==> src/rtl/pxu_pkg.sv <==
package pxu_pkg;
    localparam int SEL_DEF_LSB = 16;
    localparam int SEL_CNT_LSB = 8;
    localparam int SEL_CNT_W   = 4;
    localparam int SEL_POS_LSB = 0;
    localparam int SEL_POS_W   = 5;
    localparam int FMT_LSB     = 3;
    localparam int NUM_CHAN    = 3;

    typedef struct packed {
        logic                 valid;
        logic [NUM_CHAN-1:0][7:0] comp;
    } pxu_state_t;
endpackage

==> src/rtl/pxu_byte_gate.sv <==
module pxu_byte_gate #(
    parameter int WORD_BYTES = 4,
    localparam int WORD_W    = WORD_BYTES * 8,
    localparam int BPP_W     = $clog2(WORD_BYTES)
) (
    input  logic [WORD_W-1:0] word_i,
    input  logic [BPP_W-1:0]  bytes_m1_i,
    output logic [WORD_W-1:0] word_o
);
    for (genvar k = 0; k < WORD_BYTES; k++) begin : g_byte
        localparam logic [BPP_W-1:0] KIDX = BPP_W'(k);
        assign word_o[8*k +: 8] = (KIDX <= bytes_m1_i) ? word_i[8*k +: 8] : 8'h00;
    end
endmodule

==> src/rtl/pxu_channel.sv <==
module pxu_channel
    import pxu_pkg::*;
#(
    parameter int WORD_W = 32,
    parameter int SEL_W  = 32,
    parameter int COMP_W = 8
) (
    input  logic [WORD_W-1:0] word_i,
    input  logic [SEL_W-1:0]  sel_i,
    input  logic              use_def_i,
    output logic [COMP_W-1:0] comp_o
);
    logic [SEL_CNT_W-1:0] len;
    logic [SEL_POS_W-1:0] pos;
    logic [COMP_W-1:0]    fallback;
    logic [WORD_W-1:0]    shifted;
    logic [COMP_W-1:0]    packed_bits;
    logic [SEL_CNT_W-1:0] idx;

    assign len      = sel_i[SEL_CNT_LSB +: SEL_CNT_W];
    assign pos      = sel_i[SEL_POS_LSB +: SEL_POS_W];
    assign fallback = sel_i[SEL_DEF_LSB +: COMP_W];
    assign shifted  = word_i >> pos;

    // Walk the field from its top bit downward, wrapping to the top again
    // when it runs out: this both truncates long fields and repeats short ones.
    always_comb begin
        idx = len - 1'b1;
        packed_bits = '0;
        for (int b = 0; b < COMP_W; b++) begin
            packed_bits[COMP_W-1-b] = shifted[idx];
            idx = (idx == '0) ? (len - 1'b1) : (idx - 1'b1);
        end
    end

    assign comp_o = (use_def_i || (len == '0)) ? fallback : packed_bits;
endmodule

==> src/rtl/pixel_unpacker.sv <==
module pixel_unpacker
    import pxu_pkg::*;
#(
    parameter int WORD_BYTES = 4,
    parameter int SEL_W      = 32,
    localparam int WORD_W    = WORD_BYTES * 8,
    localparam int BPP_W     = $clog2(WORD_BYTES)
) (
    input  logic              clk,
    input  logic              rst_n,
    input  logic [SEL_W-1:0]  pixfmt_cfg,
    input  logic [SEL_W-1:0]  sel_red,
    input  logic [SEL_W-1:0]  sel_green,
    input  logic [SEL_W-1:0]  sel_blue,
    input  logic              in_valid,
    input  logic [WORD_W-1:0] in_word,
    input  logic              in_visible,
    input  logic              in_underrun,
    output logic              out_valid,
    output logic [7:0]        out_red,
    output logic [7:0]        out_green,
    output logic [7:0]        out_blue
);
    pxu_state_t st_d, st_q;

    logic [WORD_W-1:0]              gated_word;
    logic [NUM_CHAN-1:0][SEL_W-1:0] sel_all;
    logic [NUM_CHAN-1:0][7:0]       comp_all;
    logic                           force_def;

    assign sel_all   = {sel_blue, sel_green, sel_red};
    assign force_def = in_underrun || !in_visible;

    pxu_byte_gate #(.WORD_BYTES(WORD_BYTES)) u_gate (
        .word_i     (in_word),
        .bytes_m1_i (pixfmt_cfg[FMT_LSB +: BPP_W]),
        .word_o     (gated_word)
    );

    for (genvar c = 0; c < NUM_CHAN; c++) begin : g_chan
        pxu_channel #(.WORD_W(WORD_W), .SEL_W(SEL_W), .COMP_W(8)) u_chan (
            .word_i    (gated_word),
            .sel_i     (sel_all[c]),
            .use_def_i (force_def),
            .comp_o    (comp_all[c])
        );
    end

    always_comb begin
        st_d       = st_q;
        st_d.valid = in_valid;
        if (in_valid) begin
            st_d.comp = comp_all;
        end
    end

    always_ff @(posedge clk) begin
        if (!rst_n) begin
            st_q <= '0;
        end else begin
            st_q <= st_d;
        end
    end

    assign out_valid = st_q.valid;
    assign out_red   = st_q.comp[0];
    assign out_green = st_q.comp[1];
    assign out_blue  = st_q.comp[2];
endmodule

==> config.mk <==
export PLATFORM = sky130hd
export DESIGN_NAME = pixel_unpacker
export DESIGN_NICKNAME = d
export VERILOG_FILES = /design/src/rtl/pxu_pkg.sv /design/src/rtl/pxu_byte_gate.sv /design/src/rtl/pxu_channel.sv /design/src/rtl/pixel_unpacker.sv
export SDC_FILE = /design/constraint.sdc
export NUM_CORES = 1
export LEC_CHECK = 0
export BUFFER_PORTS_ARGS = -buffer_cell sky130_fd_sc_hd__buf_2
export CAP_MARGIN = 20
export CORE_MARGIN = 2
export CORE_UTILIZATION = 40
export DETAILED_ROUTE_END_ITERATION = 16
export PLACE_DENSITY = 0.6
export SLEW_MARGIN = 20
export SYNTH_ARGS = -nofsm -noshare
export SYNTH_HDL_FRONTEND = slang
export SYNTH_SLANG_ARGS = --single-unit
==> constraint.sdc <==
create_clock -name clk -period 7.2 [get_ports clk]
set_input_delay 0.72 -clock clk [delete_from_list [all_inputs] [get_ports clk]]
set_output_delay 0.72 -clock clk [all_outputs]
set_load 0.05 [all_outputs]
* After elaboration in Yosys (flattened, before gate mapping)
Cells that the tools add are included.
W data, S select, Z words.
** Storage, ports and cells
- Bits in registers :: 25
- Bits in latches :: 0
- RAM bits :: 0
- ROM bits :: 0
- Bits of input ports :: 165
- Logic and storage cells :: 164
- Memories kept :: 0
** Operators by class
- Add/sub/neg operators :: 24
- $mul :: 0
- Divide/modulo/power cells :: 0
- $lt $le $gt $ge :: 28
- Eq/ne operators :: 0
- Shifts and indexed selects :: 3
- Multiplexer cells :: 76
- Bitwise logic cells :: 0
- Reduce and logical (&&, ||, !) cells :: 29
** Operator list (count)
- $lt A4 B6 Y1 const B :: 24
- $bmux W1 S4 :: 24
- $logic_not A4 Y1 :: 24
- $shr A32 B5 Y16 :: 3
- $sub A4 B1 Y4 const B :: 24
- $mux W4 :: 21
- $mux W8 :: 7
- $mux W1 :: 24
- $le A1 B2 Y1 const A :: 2
- $le A2 B2 Y1 const A :: 2
- $logic_or A1 B1 Y1 :: 4
- $logic_not A1 Y1 :: 1

* Depth between registers and ports, before layout
Gate-level depths: netlist (run 1).
- Depth in word-level cells :: 18
- Gate-level depth with buffers :: 35
- Depth with buffers taken out :: 30

* Hierarchy
A second synthesis (run 1) with hierarchy kept.
** Unflattened totals
- Cell total of the unflattened synthesis :: 1619
- Area total of the unflattened synthesis :: 12560.8 µm²
** Modules (own cells, without submodules)
- pxu_channel at g_chan[1].u_chan :: times used 1, cells each 511, area each 3854.9 µm², seq. area each 0.0 µm²
- pxu_channel at g_chan[0].u_chan :: times used 1, cells each 481, area each 3783.6 µm², seq. area each 0.0 µm²
- pxu_channel at g_chan[2].u_chan :: times used 1, cells each 512, area each 3708.6 µm², seq. area each 0.0 µm²
- pixel_unpacker :: times used 1, cells each 80, area each 962.2 µm², seq. area each 500.5 µm²
- pxu_byte_gate :: times used 1, cells each 35, area each 251.5 µm², seq. area each 0.0 µm²

* Worst setup path before layout (run 1)
OpenSTA, ideal clock, no wires.
- Kind :: input to register
- Start :: input sel_red[8]
- End :: register st_q (netlist bit out_red[0])
- Library setup time :: 0.095 ns
- Arrival time :: 7.501 ns
- Required time :: 7.105 ns
- Setup slack :: -0.396 ns
- Cell stages on the path :: 32
- Path buffers :: 4
- Cells stage by stage :: clkbuf_1 > inv_2 > ha_1 > buf_2 > xor2_1 > clkbuf_1 > o21ai_0 > nand2_1 > o31a_1 > inv_1 > ha_1 > clkbuf_1 > nor2b_1 > o21bai_1 > a21oi_1 > o32a_1 > and3_1 > mux2i_1 > and3_1 > or2_1 > nand3_1 > a22oi_1 > ha_1 > inv_1 > a311oi_1 > nor3_1 > a221o_1 > o221ai_2 > mux2i_1 > mux2i_1 > mux2_2 > o311ai_1
** Between the ends
- Cells in the longest elaborated chain, start to end :: 18
** RTL lines
- start, declared :: line pixel_unpacker.sv:12 : input logic [SEL_W-1:0] sel_red,
- $sub A4 B1 Y4 :: line pxu_channel.sv:28, pxu_channel.sv:32
- $sub A4 B1 Y4 or $logic_not A4 Y1 (tied branches) :: line pxu_channel.sv:32 : idx = (idx == '0) ? (len - 1'b1) : (idx - 1'b1);
- $mux W4 :: line pxu_channel.sv:32
- $sub A4 B1 Y4 or $logic_not A4 Y1 (tied branches) :: line pxu_channel.sv:32
- $mux W4 :: line pxu_channel.sv:32
- $sub A4 B1 Y4 or $logic_not A4 Y1 (tied branches) :: line pxu_channel.sv:32
- $mux W4 :: line pxu_channel.sv:32
- $sub A4 B1 Y4 or $logic_not A4 Y1 (tied branches) :: line pxu_channel.sv:32
- (+2 left out)
- $mux W4 :: line pxu_channel.sv:32
- $sub A4 B1 Y4 or $logic_not A4 Y1 (tied branches) :: line pxu_channel.sv:32
- $mux W4 :: line pxu_channel.sv:32
- $sub A4 B1 Y4 or $logic_not A4 Y1 (tied branches) :: line pxu_channel.sv:32
- $mux W4 :: line pxu_channel.sv:32
- $bmux W1 S4 :: line pxu_channel.sv:31 : packed_bits[COMP_W-1-b] = shifted[idx];
- $mux W1 (not written as such) :: line pxu_channel.sv:31
- $mux W8 * :: line pxu_channel.sv:36 : assign comp_o = (use_def_i || (len == '0)) ? fallback : packed_bits;
- end signal, assigned :: line pixel_unpacker.sv:61 : st_q <= st_d;
- end, declared :: line pixel_unpacker.sv:24 : pxu_state_t st_d, st_q;
Mark *: on every way between the ends. The rest lies on a longest branch, timed or not. The select of a mux whose other input is x is not followed.
A chain may end at the register's enable or synchronous reset.

* Worst setup path in the final report (run 1)
Ends and elaborated chain as after synthesis.

==> impl_metrics.py, run 1 <==
metrics = {
    "worst_setup_path": {
        "worst_path_dominant_cell_family": "compound AO/OA/AOI/OAI gates",
        "worst-path-max-fanout": 11,
        "end_kind": "flip-flop",
        "slowest_stage": "or3_1",
        "critPathRequiredTime_ns": 7.38,
        "crit_arrival_ns": 6.90,
        "critical_path_class": "in -> reg",
        "crit_top_cell": "inv_1",
        "max_stage_delay_ns": 0.43,
        "startpoint_type": "input port",
        "critical_path_buf_inv_count": 6,
    },
    "final_layout": {
        "ff_latch_area_um2": 500,
        "nFillCells": 3175,
        "layout_common_cells": "211 x mux2i_1, 160 x nand2_1, 155 x nor2_1, 134 x a21oi_1, 114 x buf_2",
        "multiInputGateArea_um2": 11400,
        "instances_no_fill": 2147,
        "nets": 1922,
        "area_delta_synth_final_pct": 8.59,
        "final_layout_size_suffix_gt1_share_pct": 21.7,
        "final_common_cell": "mux2i_1",
    },
    "power": {
        "cellLeakagePower_nw": 5.46,
        "ir_drop_mv": 0.0807,
        "power_density_nw_per_um2": 161,
    },
    "sta": {
        "rsz0062_at_grt": "no",
        "maxSlewHeadroom_pct": 29.6,
        "finClkSkew_ns": 0,
        "slew_violations": 0,
        "min_period_over_period_pct": 93.3,
        "max_clock_freq_mhz": 149,
        "hold_viol": 0,
        "setup-violations-final": 0,
        "worst_slew_pin_slew_ns": 1.05,
        "holdWs_ns": 0.480,
        "fin_setup_tns_ns": 0,
        "fin_crit_ns": 6.72,
    },
    "logic_synthesis": {
        "async_flop_share_pct": 0,
        "yosysSeqAreaShare_pct": 3.96,
        "synth_area_um2": 12600,
        "synth-edff-count": 0,
        "ys.flop_type": "dfxtp_1",
        "synth_cells": 1709,
        "ys_seq_elements": 25,
        "ys_types": 116,
        "syn_avg_cell_area_um2": 7.40,
        "yosys_warnings": 0,
        "syn_nets": 1886,
    },
    "placement": {
        "io_buffers": 114,
        "dp_hpwl_um": 33900,
        "routabilityCongestion": 0.946,
        "placed_cells": 2142,
    },
    "clock_network": {
        "post_cts_buffers": 0,
        "clock_path_buffers": 2,
        "cts_resized": 0,
        "clock-sinks": 25,
        "clk_latency_ns": 0.27,
        "ctsHoldBuffers": 0,
        "clk_pin_slew_ns": 0.07,
        "cts_htree_levels": 1,
        "cts-root-buf": "clkbuf_16",
        "numCtsBuffers": 3,
        "cts_tree": "built",
    },
    "die": {
        "rows": 65,
        "ios": 190,
        "fp.dieW_um": 182,
        "dieArea_um2": 33100,
        "start_util_pct": 40.4,
        "die_h_um": 182,
        "coreArea_um2": 31300,
    },
    "run": {
        "drv_cap": 0,
    },
    "grt": {
        "grt_usage_pct": 26.1,
        "grt_max_degree": 63,
        "grt_pass1_wl_um": 71400,
        "antenna_found_initial": 1,
        "overflow": 0,
        "grt_pass1_vias": 13111,
    },
    "routing": {
        "drt-total-wl_um": 44700,
        "remaining_drc_errors": 0,
        "antenna_left": 0,
        "vias": 13978,
        "avgRoutedWirePerCell_um": 20.8,
        "via_per_inst": 6.51,
        "dr.pass1.iters": 5,
        "drt_iter0_markers": 1386,
    },
    "min_path": {
        "hold_path.class": "reg -> reg",
    },
    "outcome": {
        "status": "completed",
    },
}
[Yosys cell counts (9+ instances only)]
cell type  count  share of area [%]
a211oi_1      58                3.4
a21o_1         9               0.53
a21oi_1      135                5.3
a22oi_1        9               0.53
a31oi_1       15               0.74
and2_1        11               0.54
and3_1        23                1.1
buf_1         22               0.65
buf_2         14               0.55
clkbuf_1     103                3.1
dfxtp_1       25                4.0
ha_1          12                1.2
inv_1         34                1.0
mux2_2        50                4.5
mux2i_1      212                 17
mux4_2        70                 12
nand2_1      160                4.7
nand2b_1      25                1.2
nand3_1       40                1.6
nand4_1        9               0.45
nor2_1       155                4.6
nor2b_1       26                1.3
nor3_1        31                1.2
o211ai_1      47                2.8
o21a_1        25                1.5
o21ai_0       89                3.5
o21ai_1       21               0.83
o22a_1        17                1.2
o22ai_1       24                1.2
o2bb2ai_1     10               0.69
o31ai_1        9               0.53
xnor2_1       13               0.90
[final cells by class]
cell class	count	area share [%]
antenna	1	0.0182
tap	402	3.66
multi-input combinational	1491	83.2
clock buffer	4	0.574
sequential	25	3.64
inverter	46	1.26
timing repair buffer	178	7.65
[routing by layer]
metal  GRT usage [%]  part of all wire, %  vias to the layer above
li1                -                    -                     6644
met1            36.1                   45                     6670
met2            42.9                   46                      570
met3            1.64                  5.9                       94
met4            9.50                  3.4                        0
met5               0                    0                        -
[state kept, by name, indices dropped and copies added, names as in the netlist]
register / count
out_red: 8
out_green: 8
out_valid: 1
out_blue: 8
[metrics by stage]
step / util, % / power, mW / instance area, µm² / setup slack, ns
5_1_grt: 43.9 / 2.38 / 13700 / 0.0173
4_1_cts: 43.7 / 2.19 / 13700 / 0.359
2_1_floorplan: - / 1.60 / 12700 / 0.0177
3_5_place_dp: 43.4 / 2.04 / 13600 / 0.0999
3_3_place_gp: 43.4 / 2.01 / 13600 / 0.276
6_report: 43.9 / 2.22 / 13700 / 0.480
[worst paths after layout]
kind,depth (start not counted),end,startpoint,slack (ns)
min reg2reg,2,out_green[3],out_green[3],0.48
min,2,out_green[3],out_green[3],0.48
max reg2reg,2,out_blue[1],out_blue[1],6.32
max,29,out_red[0],sel_red[8],0.48
[tightest hold or removal path, cell delays in order (launching register included)]
cell and delay, ns:
dfxtp_1 0.31, nand2_1 0.06, a21oi_1 0.06
[kinds of logic after synthesis]
logic type	Yosys count	share of synthesized area, %
muxes	340	34.6
and+or+nand+nor	537	20.4
DFF	25	3.96
adders and majority gates	12	1.19
xor gates and xnor gates	21	1.66
AOI/OAI and AO/OA	581	32.0
buffers and inverters	193	6.22
[power by group]
part | internal [mW] | switching, mW | total, mW
combinational | 0.797 | 1.13 | 1.92
clock | 0.0762 | 0.0585 | 0.135
sequential | 0.151 | 0.00754 | 0.159
(Power assumes the default switching activity.)
==> inputs of run 2 (changes only) <==
--- a/config.mk
+++ b/config.mk
@@ -10,6 +10,7 @@
 export CORE_MARGIN = 2
 export CORE_UTILIZATION = 40
 export DETAILED_ROUTE_END_ITERATION = 16
+export GPL_TIMING_DRIVEN = 0
 export PLACE_DENSITY = 0.6
 export SLEW_MARGIN = 20
 export SYNTH_ARGS = -nofsm -noshare
==> constraint.sdc (replaced) <==
create_clock -name clk -period 7.2 [get_ports clk]
set_input_delay 0.36 -clock clk [delete_from_list [all_inputs] [get_ports clk]]
set_output_delay 0.36 -clock clk [all_outputs]
set_load 0.05 [all_outputs]
==> run 2 against run 1 <==
Compared with the run above:
- fmax down 2.8%
- die area did not move
- critical endpoint unchanged
- via count rose by 6.0%
- sequential share of layout area shrank 0.12 points
==> impl_metrics.py, run 2 (synthesis gave the netlist of run 1 again) <==
metrics = {
    "routing": {
        "drt-total-wl_um": 48500,
        "top_layer_used": "met4",
        "wl_met1_um": 21100,
        "remaining_drc_errors": 0,
        "via_per_inst": 6.67,
        "met3_length_um": 3710,
        "vias": 14816,
        "dr.pass1.iters": 5,
        "drt_iter0_markers": 1661,
        "avgRoutedWirePerCell_um": 21.8,
        "met2_length_um": 21800,
        "antenna_left": 0,
    },
    "power": {
        "p_sw_share_pct": 54.5,
        "internal_power_mw": 1.03,
        "cellLeakagePower_nw": 5.50,
        "p_clk_share_pct": 5.7,
        "ir_drop_mv": 0.0703,
        "power_density_nw_per_um2": 160,
        "comb_power_share_pct": 87.3,
        "p_switching_mw": 1.24,
        "p_seq_share_pct": 7.0,
    },
    "die": {
        "dieArea_um2": 33100,
        "die_h_um": 182,
        "rows": 65,
        "ios": 190,
        "start_util_pct": 40.4,
        "coreArea_um2": 31300,
        "fp.dieW_um": 182,
    },
    "grt": {
        "grt_max_degree": 14,
        "grt_usage_pct": 27.9,
        "overflow": 0,
        "antenna_found_initial": 1,
        "grt_pass1_wl_um": 75700,
        "grt_pass1_vias": 13640,
    },
    "final_layout": {
        "multiInputGateArea_um2": 11700,
        "ff_latch_area_um2": 500,
        "layout_common_cells": "211 x mux2i_1, 158 x nand2_1, 153 x nor2_1, 129 x a21oi_1, 112 x buf_2",
        "instances_no_fill": 2220,
        "final_layout_size_suffix_gt1_share_pct": 21.2,
        "final_common_cell": "mux2i_1",
        "nFillCells": 3166,
        "area_delta_synth_final_pct": 12.1,
        "nets": 1995,
    },
    "clock_network": {
        "numCtsBuffers": 3,
        "clk_pin_slew_ns": 0.07,
        "cts_tree": "built",
        "clock_path_buffers": 2,
        "cts_htree_levels": 1,
        "clock-sinks": 25,
        "cts-root-buf": "clkbuf_16",
        "clk_latency_ns": 0.27,
    },
    "min_path": {
        "worstHoldStart": "sel_green[19]",
        "whs_endpoint": "out_green[3]",
        "holdPathStages": 3,
        "hold_path.class": "in -> reg",
    },
    "worst_setup_path": {
        "slowest_stage": "o31a_1",
        "worst-path-max-fanout": 10,
        "startpoint_type": "input port",
        "regToRegStartpoint": "out_red[0]",
        "r2r_end": "out_red[0]",
        "critPathRequiredTime_ns": 7.38,
        "end_kind": "flip-flop",
        "reg2reg_depth": 3,
        "crit_arrival_ns": 7.09,
        "max_stage_delay_ns": 0.37,
        "reg2reg_slack_ns": 6.40,
        "critical_path_class": "in -> reg",
    },
    "sta": {
        "fin_setup_tns_ns": 0,
        "hold_viol": 0,
        "max_clock_freq_mhz": 145,
        "min_period_over_period_pct": 96.0,
        "setup-violations-final": 0,
        "fin_crit_ns": 6.91,
        "maxSlewHeadroom_pct": 30.2,
        "slew_violations": 0,
        "worst_slew_pin_slew_ns": 1.02,
        "setup_ws_ns": 0.287,
        "finClkSkew_ns": 0,
        "holdWs_ns": 0.427,
    },
    "placement": {
        "dp_slack_ns": -1.70,
        "io_buffers": 95,
        "dp_hpwl_um": 36800,
        "placed_cells": 2206,
        "routabilityCongestion": 0.965,
    },
    "outcome": {
        "status": "completed",
    },
    "run": {
        "drv_cap": 0,
    },
}
==> run 2: cell count changes in the layout (fill, tap and decap cells not counted), sizes merged <==
cell      change
buf          -26
clkbuf       +99
clkinvlp      +1
inv           -1
==> run 2: what timing repair did <==
action	in CTS	in global routing
pin swaps	3	7
hold buffers	0	0
gates resized for setup	42	64
setup buffers	3	10
setup endpoints to repair	3	3
endpoints found under the hold margin	0	0
==> run 2: worst max-delay path by stage <==
stage | from | end | slack (ns) | depth (start not counted)
5_1_grt | sel_red[8] | out_red[0] | -0.01 | 35
3_5_place_dp | sel_red[8] | out_red[0] | -1.70 | 34
6_report | sel_red[8] | out_red[0] | 0.29 | 34
2_1_floorplan | sel_red[8] | out_red[0] | 0.11 | 32
3_3_place_gp | sel_red[8] | out_red[0] | -1.54 | 34
4_1_cts | sel_red[8] | out_red[0] | 0.006 | 32
==> run 2: worst max-delay path: cells and delay by family <==
family	cells	cell delay [ns]
adders and majority gates	3	0.65
muxes	4	0.89
xor gates and xnor gates	1	0.23
AOI/OAI and AO/OA	11	2.34
buffers and inverters	10	1.57
and+or+nand+nor	5	1.02
==> run 2: area by class of cell <==
cell class                      instances  area share (%)
Multi-Input combinational cell       1491            82.5
Buffer                                143            4.58
Clock buffer                            4           0.556
Antenna cell                            1          0.0176
Sequential cell                        25            3.53
Inverter                               46            1.24
Tap cell                              402            3.55
Timing Repair Buffer                  108            4.04
==> run 2: power groups by stage <==
stage	registers [mW]	clock network, mW	logic, mW
final	0.159	0.130	1.98
after detailed placement	0.162	0	1.85
after global routing	0.160	0.137	2.13
after floorplan	0.204	0	1.39
after CTS	0.159	0.131	1.88
after global placement	0.162	0	1.82
==> run 2: layer usage <==
metal  vias to the layer above  GRT usage, %
li1                       6811             -
met1                      7093          38.6
met2                       797          44.8
met3                       115          2.75
met4                         0          10.3
met5                         -             0
==> run 2: metrics by stage <==
stage                     utilization [%]  cell area [µm²]  power [mW]
after floorplan                         -            12700        1.59
after global placement               43.5            13600        1.98
after detailed placement             43.5            13600        2.01
after CTS                            44.3            13900        2.17
after global routing                 45.3            14200        2.43
final                                45.3            14200        2.27
==> inputs of run 3 (changes only) <==
--- a/config.mk
+++ b/config.mk
@@ -5,13 +5,13 @@
 export SDC_FILE = /design/constraint.sdc
 export NUM_CORES = 1
 export LEC_CHECK = 0
-export BUFFER_PORTS_ARGS = -buffer_cell sky130_fd_sc_hd__buf_2
 export CAP_MARGIN = 20
 export CORE_MARGIN = 2
 export CORE_UTILIZATION = 40
 export DETAILED_ROUTE_END_ITERATION = 16
+export DONT_BUFFER_PORTS = 1
 export GPL_TIMING_DRIVEN = 0
-export PLACE_DENSITY = 0.6
+export PLACE_DENSITY = 0.54
 export SLEW_MARGIN = 20
 export SYNTH_ARGS = -nofsm -noshare
 export SYNTH_HDL_FRONTEND = slang
==> run 3 against run 2 <==
Compared with the run above:
- routed wire length increased by 0.99%
- total power decreased by 3.0%
- die area unchanged
- via count decreased by 3.6%
- cell area decreased by 4.4%
- global-route usage increased by 0.54 points
- largest power group unchanged
- highest routed layer unchanged
==> impl_metrics.py, run 3 (synthesis gave the netlist of run 1 again) <==
metrics = {
    "final_layout": {
        "final_common_cell": "mux2i_1",
        "area_delta_synth_final_pct": 7.15,
        "nets": 1892,
        "multiInputGateArea_um2": 11600,
        "ff_latch_area_um2": 500,
        "final_layout_size_suffix_gt1_share_pct": 15.8,
        "fin_area_um2": 13600,
        "layout_common_cells": "211 x mux2i_1, 158 x nand2_1, 154 x nor2_1, 132 x a21oi_1, 87 x clkbuf_1",
        "nFillCells": 3227,
    },
    "die": {
        "ios": 190,
        "die_h_um": 182,
        "start_util_pct": 40.4,
        "fp.dieW_um": 182,
        "coreArea_um2": 31300,
        "dieArea_um2": 33100,
        "rows": 65,
    },
    "clock_network": {
        "cts-root-buf": "clkbuf_16",
        "clock-sinks": 25,
        "cts_htree_levels": 1,
        "numCtsBuffers": 3,
        "clk_latency_ns": 0.27,
        "clock_path_buffers": 2,
        "cts_tree": "built",
        "clk_pin_slew_ns": 0.07,
    },
    "placement": {
        "routabilityCongestion": 0.964,
        "io_buffers": 0,
        "dp_hpwl_um": 37500,
        "placed_cell_area_um2": 13200,
    },
    "power": {
        "p_sw_share_pct": 54.8,
        "internal_power_uw": 997,
        "p_switching_mw": 1.21,
        "p_seq_share_pct": 9.4,
        "comb_power_share_pct": 84.5,
        "cellLeakagePower_nw": 5.03,
        "p_clk_share_pct": 6.2,
        "power_density_nw_per_um2": 163,
        "ir_drop_mv": 0.0959,
    },
    "sta": {
        "holdWs_ns": 0.274,
        "max_clock_freq_mhz": 143,
        "setup-violations-final": 0,
        "hold_viol": 0,
        "fin_crit_ns": 7.00,
        "worst_slew_pin_slew_ns": 1.09,
        "slew_violations": 0,
        "finClkSkew_ns": 0,
        "maxSlewHeadroom_pct": 26.7,
        "rsz0062_at_grt": "yes",
        "min_period_over_period_pct": 97.2,
    },
    "worst_setup_path": {
        "critical_path_class": "in -> reg",
        "reg2reg_depth": 3,
        "startpoint_type": "input port",
        "crit_arrival_ns": 7.18,
        "slowest_stage": "or4_1",
        "reg2reg_slack_ns": 6.00,
        "worst-path-max-fanout": 10,
        "end_kind": "flip-flop",
        "critPathRequiredTime_ns": 7.38,
        "crit_top_cell": "inv_1",
        "max_stage_delay_ns": 0.51,
    },
    "outcome": {
        "status": "completed",
    },
    "grt": {
        "grt_pass1_wl_um": 76200,
        "grt_max_degree": 14,
        "grt_pass1_vias": 13375,
        "grt_usage_pct": 28.4,
        "overflow": 0,
        "antenna_found_initial": 2,
    },
    "routing": {
        "dr.pass1.iters": 6,
        "vias": 14280,
        "via_per_inst": 6.74,
        "antenna_left": 0,
        "drt_iter0_markers": 1226,
        "remaining_drc_errors": 0,
        "drt-total-wl_um": 49000,
        "avgRoutedWirePerCell_um": 23.1,
    },
    "min_path": {
        "holdPathStages": 2,
        "hold_path.class": "in -> reg",
    },
    "run": {
        "drv_cap": 0,
    },
}
## run 3: cell count changes in the layout (fill, tap and decap cells not counted), moves of 3 or more
cell | previous run | this run
buf_2 | 112 | 16
buf_4 | 18 | 10
a21oi_1 | 129 | 132
clkbuf_2 | 10 | 13
a21oi_2 | 13 | 10
ha_2 | 3 | 6
o21ai_2 | 8 | 5
## run 3: power by group through the flow
stage | registers, mW | logic [mW] | clock network (mW)
floorplan | 0.204 | 1.39 | 0
global placement | 0.210 | 1.74 | 0
detailed placement | 0.210 | 1.76 | 0
CTS | 0.206 | 1.79 | 0.138
global route | 0.207 | 2.01 | 0.140
finish | 0.206 | 1.86 | 0.136
## run 3: metal layers
metal	track usage (%)	vias up	part of all wire, %
li1	-	6603	-
met1	39.6	6932	44
met2	45.0	645	45
met3	4.19	100	7.9
met4	9.14	0	3.3
met5	0	-	0
## run 3: worst paths after layout
check | to | start
setup reg to reg | out_red[0] | out_red[0]
hold reg to reg | out_red[4] | out_red[4]
setup / recovery | out_red[0] | sel_red[11]
hold / removal | out_blue[0] | rst_n
## run 3: area by class of cell
| class | count | share of cell area (%) |
|---|---|---|
| Antenna cell | 2 | 0.0369 |
| Buffer | 143 | 4.70 |
| Clock buffer | 4 | 0.582 |
| Inverter | 46 | 1.32 |
| Multi-Input combinational cell | 1491 | 85.7 |
| Sequential cell | 25 | 3.69 |
| Tap cell | 402 | 3.71 |
| Timing Repair Buffer | 5 | 0.277 |
## run 3: worst max-delay path, delay by kind of cell
kind | cells | cell delay, ns
and+or+nand+nor | 6 | 1.42
buffers and inverters | 7 | 1.35
adders and majority gates | 2 | 0.44
muxes | 4 | 1.00
AOI/OAI and AO/OA | 12 | 2.58
## run 3: metrics by stage
| step | total power, mW | worst slack, ns | cells | setup TNS (ns) | util, % |
|---|---|---|---|---|---|
| floorplan | 1.59 | 0.109 | 1709 | 0 | - |
| global placement | 1.95 | -1.41 | 2111 | -2.62 | 42.0 |
| detailed placement | 1.97 | -1.50 | 2111 | -2.80 | 42.0 |
| CTS | 2.13 | 0.0164 | 2116 | 0 | 42.6 |
| global route | 2.36 | -0.158 | 2118 | -0.158 | 43.3 |
| finish | 2.20 | 0.201 | 2118 | 0 | 43.3 |
## run 3: what timing repair did
action | CTS | global route
gates resized for setup | 34 | 48
hold buffers | 0 | 0
setup endpoints to repair | 3 | 3
buffers inserted | 1 | 4
pin swaps | 1 | 8
